--- src/rtl/gpt_pkg.sv ---
package gpt_pkg;

  localparam int PRE_W = 3;

  localparam int OFF_STAT  = 'h18;
  localparam int OFF_IEN   = 'h1C;
  localparam int OFF_WEN   = 'h20;
  localparam int OFF_CTRL  = 'h24;
  localparam int OFF_CNT   = 'h28;
  localparam int OFF_LOAD  = 'h2C;
  localparam int OFF_STRB  = 'h30;
  localparam int OFF_CMP   = 'h38;
  localparam int OFF_CAP   = 'h3C;

  localparam int FLG_CMP = 0;
  localparam int FLG_OVF = 1;
  localparam int FLG_CAP = 2;

  typedef struct packed {
    logic             pin_in;
    logic             cap_first;
    logic             toggle;
    logic [1:0]       trig;
    logic [1:0]       edge_sel;
    logic             def_lvl;
    logic             cmp_en;
    logic             pre_en;
    logic [PRE_W-1:0] pre_val;
    logic             reload;
    logic             run;
  } ctrl_t;

  localparam int CTRL_W = $bits(ctrl_t);

endpackage

--- src/rtl/gpt_prescale.sv ---
module gpt_prescale
  import gpt_pkg::*;
(
  input  logic             clk,
  input  logic             rst,
  input  logic             run,
  input  logic             pre_en,
  input  logic [PRE_W-1:0] pre_val,
  output logic             tick
);
  localparam int PCNT_W = 1 << PRE_W;

  logic [PCNT_W-1:0] pcnt_q;
  logic [PCNT_W-1:0] limit;

  assign limit = {PCNT_W{1'b1}} >> (PCNT_W - 1 - int'(pre_val));
  assign tick  = run && (!pre_en || pcnt_q == limit);

  always_ff @(posedge clk) begin
    if (rst || !run || tick) pcnt_q <= '0;
    else if (pre_en)         pcnt_q <= pcnt_q + 1'b1;
  end

  AST_PRE_SPACING: assert property (@(posedge clk) disable iff (rst)
    (tick && pre_en) |=> (!tick || !pre_en));

endmodule

--- src/rtl/gpt_capture.sv ---
module gpt_capture (
  input  logic       clk,
  input  logic       rst,
  input  logic       cap_in,
  input  logic [1:0] edge_sel,
  input  logic       first_only,
  input  logic       pend,
  output logic       cap_evt
);
  logic [2:0] sync_q;
  logic       rise, fall, hit;

  always_ff @(posedge clk) begin
    if (rst) sync_q <= '0;
    else     sync_q <= {sync_q[1:0], cap_in};
  end

  assign rise = sync_q[1] && !sync_q[2];
  assign fall = !sync_q[1] && sync_q[2];

  always_comb begin
    unique case (edge_sel)
      2'b01:   hit = rise;
      2'b10:   hit = fall;
      2'b11:   hit = rise || fall;
      default: hit = 1'b0;
    endcase
  end

  assign cap_evt = hit && !(first_only && pend);

endmodule

--- src/rtl/gpt_outgen.sv ---
module gpt_outgen (
  input  logic       clk,
  input  logic       rst,
  input  logic       run,
  input  logic       adv,
  input  logic       ovf,
  input  logic       mat,
  input  logic [1:0] trig,
  input  logic       toggle,
  input  logic       def_lvl,
  input  logic       pin_in,
  output logic       out_o,
  output logic       oe_o
);
  logic st_q;
  logic evt;

  assign evt = (trig == 2'b01 && ovf) || (trig == 2'b10 && (ovf || mat));

  always_ff @(posedge clk) begin
    if (rst) begin
      st_q  <= 1'b0;
      out_o <= 1'b0;
      oe_o  <= 1'b0;
    end else begin
      if (trig == 2'b00)     st_q <= 1'b0;
      else if (toggle)       st_q <= st_q ^ evt;
      else if (adv || !run)  st_q <= evt;
      out_o <= def_lvl ^ st_q;
      oe_o  <= !pin_in;
    end
  end

  AST_PULSE_SHORT: assert property (@(posedge clk) disable iff (rst)
    (!toggle && trig != 2'b00 && st_q && adv && !evt) |=> !st_q);

endmodule

--- src/rtl/gpt_core.sv ---
module gpt_core
  import gpt_pkg::*;
#(
  parameter int CNT_W  = 32,
  parameter int ADDR_W = 8
) (
  input  logic              clk,
  input  logic              rst,
  input  logic              bus_sel,
  input  logic              bus_wr,
  input  logic [ADDR_W-1:0] bus_addr,
  input  logic [CNT_W-1:0]  bus_wdata,
  output logic [CNT_W-1:0]  bus_rdata,
  input  logic              cap_in,
  output logic              tmr_out,
  output logic              tmr_out_en,
  output logic              irq,
  output logic              wake
);
  localparam logic [CNT_W-1:0] CNT_MAX = {CNT_W{1'b1}};

  ctrl_t            ctrl_q;
  logic [CNT_W-1:0] cnt_q, load_q, cmp_q, cap_q, cnt_nxt;
  logic [2:0]       stat_q, ien_q, wen_q, stat_set, stat_clr;
  logic             bw, br, wr_ctrl, wr_cnt, wr_strb, cnt_bus;
  logic             tick, adv, ovf_evt, mat_evt, cap_evt;

  assign bw      = bus_sel && bus_wr;
  assign br      = bus_sel && !bus_wr;
  assign wr_ctrl = bw && bus_addr == ADDR_W'(OFF_CTRL);
  assign wr_cnt  = bw && bus_addr == ADDR_W'(OFF_CNT);
  assign wr_strb = bw && bus_addr == ADDR_W'(OFF_STRB);
  assign cnt_bus = wr_cnt || wr_strb;

  gpt_prescale u_pre (
    .clk(clk), .rst(rst), .run(ctrl_q.run), .pre_en(ctrl_q.pre_en),
    .pre_val(ctrl_q.pre_val), .tick(tick)
  );

  assign adv     = tick && !cnt_bus;
  assign ovf_evt = adv && cnt_q == CNT_MAX;
  assign cnt_nxt = (cnt_q == CNT_MAX) ? (ctrl_q.reload ? load_q : '0) : cnt_q + 1'b1;
  assign mat_evt = adv && ctrl_q.cmp_en && cnt_nxt == cmp_q;

  gpt_capture u_cap (
    .clk(clk), .rst(rst), .cap_in(cap_in), .edge_sel(ctrl_q.edge_sel),
    .first_only(ctrl_q.cap_first), .pend(stat_q[FLG_CAP]), .cap_evt(cap_evt)
  );

  gpt_outgen u_out (
    .clk(clk), .rst(rst), .run(ctrl_q.run), .adv(adv), .ovf(ovf_evt),
    .mat(mat_evt), .trig(ctrl_q.trig), .toggle(ctrl_q.toggle),
    .def_lvl(ctrl_q.def_lvl), .pin_in(ctrl_q.pin_in),
    .out_o(tmr_out), .oe_o(tmr_out_en)
  );

  always_comb begin
    stat_set          = '0;
    stat_set[FLG_CMP] = mat_evt;
    stat_set[FLG_OVF] = ovf_evt;
    stat_set[FLG_CAP] = cap_evt;
    stat_clr = (bw && bus_addr == ADDR_W'(OFF_STAT)) ? bus_wdata[2:0] : 3'b000;
  end

  always_ff @(posedge clk) begin
    if (rst) begin
      ctrl_q <= '0;
      cnt_q  <= '0;
      load_q <= '0;
      cmp_q  <= '0;
      cap_q  <= '0;
      stat_q <= '0;
      ien_q  <= '0;
      wen_q  <= '0;
      irq    <= 1'b0;
      wake   <= 1'b0;
    end else begin
      if (wr_ctrl)                       ctrl_q <= ctrl_t'(bus_wdata[CTRL_W-1:0]);
      else if (ovf_evt && !ctrl_q.reload) ctrl_q.run <= 1'b0;

      if (wr_cnt)       cnt_q <= bus_wdata;
      else if (wr_strb) cnt_q <= load_q;
      else if (adv)     cnt_q <= cnt_nxt;

      if (bw && bus_addr == ADDR_W'(OFF_LOAD)) load_q <= bus_wdata;
      if (bw && bus_addr == ADDR_W'(OFF_CMP))  cmp_q  <= bus_wdata;
      if (bw && bus_addr == ADDR_W'(OFF_IEN))  ien_q  <= bus_wdata[2:0];
      if (bw && bus_addr == ADDR_W'(OFF_WEN))  wen_q  <= bus_wdata[2:0];
      if (cap_evt) cap_q <= cnt_q;

      stat_q <= (stat_q & ~stat_clr) | stat_set;
      irq    <= |(stat_q & ien_q);
      wake   <= |(stat_q & wen_q);
    end
  end

  always_ff @(posedge clk) begin
    if (rst) bus_rdata <= '0;
    else if (br) begin
      case (bus_addr)
        ADDR_W'(OFF_STAT): bus_rdata <= CNT_W'(stat_q);
        ADDR_W'(OFF_IEN):  bus_rdata <= CNT_W'(ien_q);
        ADDR_W'(OFF_WEN):  bus_rdata <= CNT_W'(wen_q);
        ADDR_W'(OFF_CTRL): bus_rdata <= CNT_W'(ctrl_q);
        ADDR_W'(OFF_CNT):  bus_rdata <= cnt_q;
        ADDR_W'(OFF_LOAD): bus_rdata <= load_q;
        ADDR_W'(OFF_CMP):  bus_rdata <= cmp_q;
        ADDR_W'(OFF_CAP):  bus_rdata <= cap_q;
        default:           bus_rdata <= '0;
      endcase
    end
  end

  AST_FLAG_CLEAR: assert property (@(posedge clk) disable iff (rst)
    (bw && bus_addr == ADDR_W'(OFF_STAT) && bus_wdata[FLG_OVF] && !ovf_evt) |=> !stat_q[FLG_OVF]);
  AST_IRQ_FOLLOWS: assert property (@(posedge clk) disable iff (rst)
    (|(stat_q & ien_q)) |=> irq);
  AST_STOP_HOLDS: assert property (@(posedge clk) disable iff (rst)
    (!ctrl_q.run && !cnt_bus) |=> $stable(cnt_q));
  AST_OVF_RELOAD: assert property (@(posedge clk) disable iff (rst)
    (ovf_evt && ctrl_q.reload) |=> cnt_q == $past(load_q));
  AST_OVF_HALT: assert property (@(posedge clk) disable iff (rst)
    (ovf_evt && !ctrl_q.reload && !wr_ctrl) |=> !ctrl_q.run);
  AST_CAP_LATCH: assert property (@(posedge clk) disable iff (rst)
    cap_evt |=> (stat_q[FLG_CAP] && cap_q == $past(cnt_q)));

endmodule

--- config.mk ---
export PLATFORM = sky130hd
export DESIGN_NAME = gpt_core
export DESIGN_NICKNAME = d
export VERILOG_FILES = /design/src/rtl/gpt_pkg.sv /design/src/rtl/gpt_prescale.sv /design/src/rtl/gpt_capture.sv /design/src/rtl/gpt_outgen.sv /design/src/rtl/gpt_core.sv
export SDC_FILE = /design/constraint.sdc
export NUM_CORES = 1
export LEC_CHECK = 0
export CAP_MARGIN = 10
export CORE_ASPECT_RATIO = 1.2
export CORE_UTILIZATION = 25
export DETAILED_ROUTE_END_ITERATION = 8
export DONT_BUFFER_PORTS = 1
export MAX_ROUTING_LAYER = met4
export SYNTH_ARGS = -nofsm -noshare
export SYNTH_HDL_FRONTEND = slang
export SYNTH_SLANG_ARGS = --single-unit
--- constraint.sdc ---
create_clock -name clk -period 3.75 [get_ports clk]
set_input_delay 0.75 -clock clk [delete_from_list [all_inputs] [get_ports clk]]
set_output_delay 0.75 -clock clk [all_outputs]
set_load 0.01 [all_outputs]
==> results.yml <==
clock_tree:
  cts_resized: 0
  cts.hold.buffers_added: 0
  clk-insertion-delay-late_ns: 0.47
  clock-root-buffer: "clkbuf_16"
  cts_tree: "done"
  cts_buffers: 17
  post-cts-setup-buffers: 0
  clk_pin_slew_ns: 0.07
  cts.sinks: 200
  ctsHtreeMaxLevel: 4
  cts_buffer_depth: 2
timing:
  timing.hold.ws_ns: 0.3832
  timing.fmax_mhz: 290.1
  clock_skew_ns: 0.01109
  fin_crit_sh_pct: 91.93
  fin_crit_ns: 3.447
  relSlewSlack_pct: 44.90
  tns_ns: 0
  rsz0062_at_grt: "false"
  slew_viol_final: 0
  tightest_slew_ns: 0.8221
  final-setup-viol-count: 0
  hold_viol: 0
placement:
  place_hpwl_mm: 28.75
  gp_congestion: 0.9602
  port_buffers: 0
yosys:
  synth.avg_cell_area_um2: 7.586
  yosys_warnings: 0
  ys_types: 61
  syn-num-nets: 1414
  synth-seq-cells: 200
  async_flop_share_pct: 0
  synth_edf_count: 0
  synth.cell_area_mm2: 0.01035
  yosysSeqAreaShare_pct: 38.67
  synthFlopType: "dfxtp_1"
  synthCells: 1365
floorplan:
  io_pins: 81
  die_w_um: 187.8
  rows: 81
  initial_core_util_pct: 25.35
  die_area_mm2: 0.04224
  floorplan.core_area_mm2: 0.04084
  dieHeight_um: 224.9
worst_setup_path:
  ff2ff_setup_slack_ns: 0.30
  r2r_cells: 12
  worst-path-buf-inv: 1
  cp.arrival_ns: 3.80
  worstPathCellList: "ha_1 -> nand3_4 -> or3_1 -> or4_4 -> nor3_2 -> a31oi_1 -> nor4_2 -> nand4_1 -> nor4_2 -> buf_4 -> a31oi_1 -> mux2i_1"
  rr_endpoint: "u_out.st_q$_SDFFE_PP0P_"
  worst_path_max_delay_cell: "or4_4"
  critPathLaunchType: "flip-flop"
  crit_family: "simple AND/OR/NAND/NOR gates"
  critical_path_required_ns: 4.10
  crit_start: "cnt_q[0]$_SDFFE_PP0P_"
  endpoint_kind: "flip-flop"
  crit_path_end: "u_out.st_q$_SDFFE_PP0P_"
  crit_fanout: 7
  critPathKind: "reg2reg"
  crit_cells: 12
  max_stage_delay_ns: 0.61
  r2r_start: "cnt_q[0]$_SDFFE_PP0P_"
detailed_routing:
  wl_per_cell_um: 21.06
  dr.pass1.iters: 6
  ant_nets: 0
  wirelength_mm: 39.74
  drt_iter0_drc: 888
  vias: 10067
  viasPerCell: 5.335
  drc: 0
global_route:
  grt_max_degree: 195
  antenna_found_initial: 0
  grt_usage_pct: 19.57
  grt_pass1_wl_mm: 60.89
  first_global_vias: 9773
  gr-total-overflow: 0
pwr:
  vdd_drop_max_uv: 352.4
  p_leak_nw: 3.785
  powerDensity_mw_per_mm2: 347.7
layout:
  drive_gt1_share_pct: 9.125
  n_fill_cell: 4358
  antenna_cells: 0
  syn_to_final_growth_pct: 13.15
  nNetsFinal: 1384
worst_hold_path:
  hold_class: "in2reg"
job:
  cap_violations: 0
run_status:
  status: "complete, no violations"
==> how the worst min path moves through the flow <==
| stage | cells after the start | slack, ns | start | to |
|---|---|---|---|---|
| after floorplan | 1 | 0.41 | ctrl_q[14]$_SDFFE_PP0P_ | u_out.oe_o$_SDFF_PP0_ |
| after global placement | 1 | 0.45 | u_cap.sync_q[0]$_SDFF_PP0_ | u_cap.sync_q[1]$_SDFF_PP0_ |
| after detailed placement | 1 | 0.43 | u_cap.sync_q[0]$_SDFF_PP0_ | u_cap.sync_q[1]$_SDFF_PP0_ |
| after CTS | 1 | 0.36 | rst | u_out.oe_o$_SDFF_PP0_ |
| after global routing | 1 | 0.37 | rst | u_out.oe_o$_SDFF_PP0_ |
| final | 1 | 0.38 | rst | u_cap.sync_q[0]$_SDFF_PP0_ |
==> layout make-up <==
type | count | area (um2) | share of cell area, %
multi-input combinational | 1034 | 5873 | 50.13
timing repair buffer | 66 | 508.0 | 4.336
sequential | 200 | 4004 | 34.17
clock inverter | 11 | 136.4 | 1.164
clock buffer | 21 | 460.4 | 3.930
inverter | 16 | 60.06 | 0.5126
tap | 539 | 674.4 | 5.756
==> sequential cells by signal (all words and copies together), names as in the netlist <==
name          count
u_cap.sync_q      3
wen_q             3
bus_rdata        32
cap_q            32
irq               1
u_out.st_q        1
stat_q            3
ien_q             3
u_out.oe_o        1
ctrl_q           15
u_out.out_o       1
wake              1
cnt_q            32
cmp_q            32
load_q           32
u_pre.pcnt_q      8
==> cell usage after synthesis (13+ instances only) <==
| cell type | number | share of area [%] |
|---|---|---|
| nand2_1 | 254 | 9.2 |
| dfxtp_1 | 200 | 39 |
| nor2_1 | 180 | 6.5 |
| a21oi_1 | 140 | 6.8 |
| a22oi_1 | 91 | 6.6 |
| clkbuf_1 | 91 | 3.3 |
| nor3_1 | 45 | 2.2 |
| mux2i_1 | 38 | 3.7 |
| nand3_1 | 32 | 1.5 |
| xnor2_1 | 30 | 2.5 |
| xor2_1 | 25 | 2.1 |
| nand4_1 | 23 | 1.4 |
| a222oi_1 | 17 | 1.6 |
| a221oi_1 | 16 | 1.4 |
| inv_1 | 16 | 0.58 |
| o21ai_0 | 15 | 0.72 |
| nor4_1 | 13 | 0.79 |
==> report_power, final <==
| part | switching [W] | internal [W] |
|---|---|---|
| logic | 0.0000245 | 0.00000891 |
| clock network | 0.000882 | 0.00103 |
| registers | 0.00000204 | 0.00212 |
==> cell usage in the layout, fill, tap and decap left out, drive strengths merged, types with 3 or more instances in the layout <==
master / netlist / layout
clkinv: 0 / 4
nor2b: 3 / 3
o211ai: 6 / 6
nand2: 254 / 254
o21ai: 15 / 15
a22o: 3 / 3
o31ai: 3 / 3
and4: 5 / 5
a21o: 4 / 4
nor4: 15 / 15
nor3: 46 / 46
clkbuf: 91 / 21
and2: 5 / 5
inv: 16 / 20
o311a: 3 / 3
xnor2: 30 / 30
a211oi: 10 / 10
or3: 4 / 4
nor2: 180 / 180
nand2b: 6 / 6
a311oi: 5 / 5
a31oi: 5 / 5
a222oi: 17 / 17
buf: 24 / 66
a221oi: 16 / 16
ha: 4 / 4
nand3: 33 / 33
nand4: 24 / 24
and3: 9 / 9
xor2: 25 / 25
mux2i: 38 / 38
o22ai: 5 / 5
a21oi: 140 / 140
dfxtp: 200 / 200
a22oi: 91 / 91
or4: 3 / 3
or2: 5 / 5
==> layer usage <==
metal	vias to the layer above	wire length [um]	global-route usage [%]	part of all wire [%]
met5	-	0	-	0
met4	0	1926	10.54	4.8
met3	80	2068	3.504	5.2
met2	322	20050	33.67	50
met1	4870	15690	21.47	39
li1	4795	-	-	-
==> through the flow <==
step	cell area, um2	cells	worst slack (ns)	total power (W)	utilization, %
final	11720	1887	0.3028	0.004073	28.69
after global routing	11720	1887	0.07746	0.004198	28.69
after floorplan	10350	1365	0.5976	0.002224	-
after detailed placement	11120	1855	0.3344	0.002210	27.22
after CTS	11720	1887	0.3122	0.004111	28.69
after global placement	11120	1855	0.3290	0.002209	27.22
==> logic make-up (layout without fill, tap and decap cells) <==
group / Yosys count / after routing / share of synthesized area (%)
AO/OA/AOI/OAI: 337 / 337 / 21.53
XOR/XNOR: 55 / 55 / 4.652
adder cells (fa/ha/maj): 4 / 4 / 0.4833
buffers and inverters: 131 / 114 / 5.292
flip-flops: 200 / 200 / 38.67
multiplexers: 38 / 38 / 3.673
AND/OR/NAND/NOR: 600 / 600 / 25.70
Power figures use the tool's default switching activity.
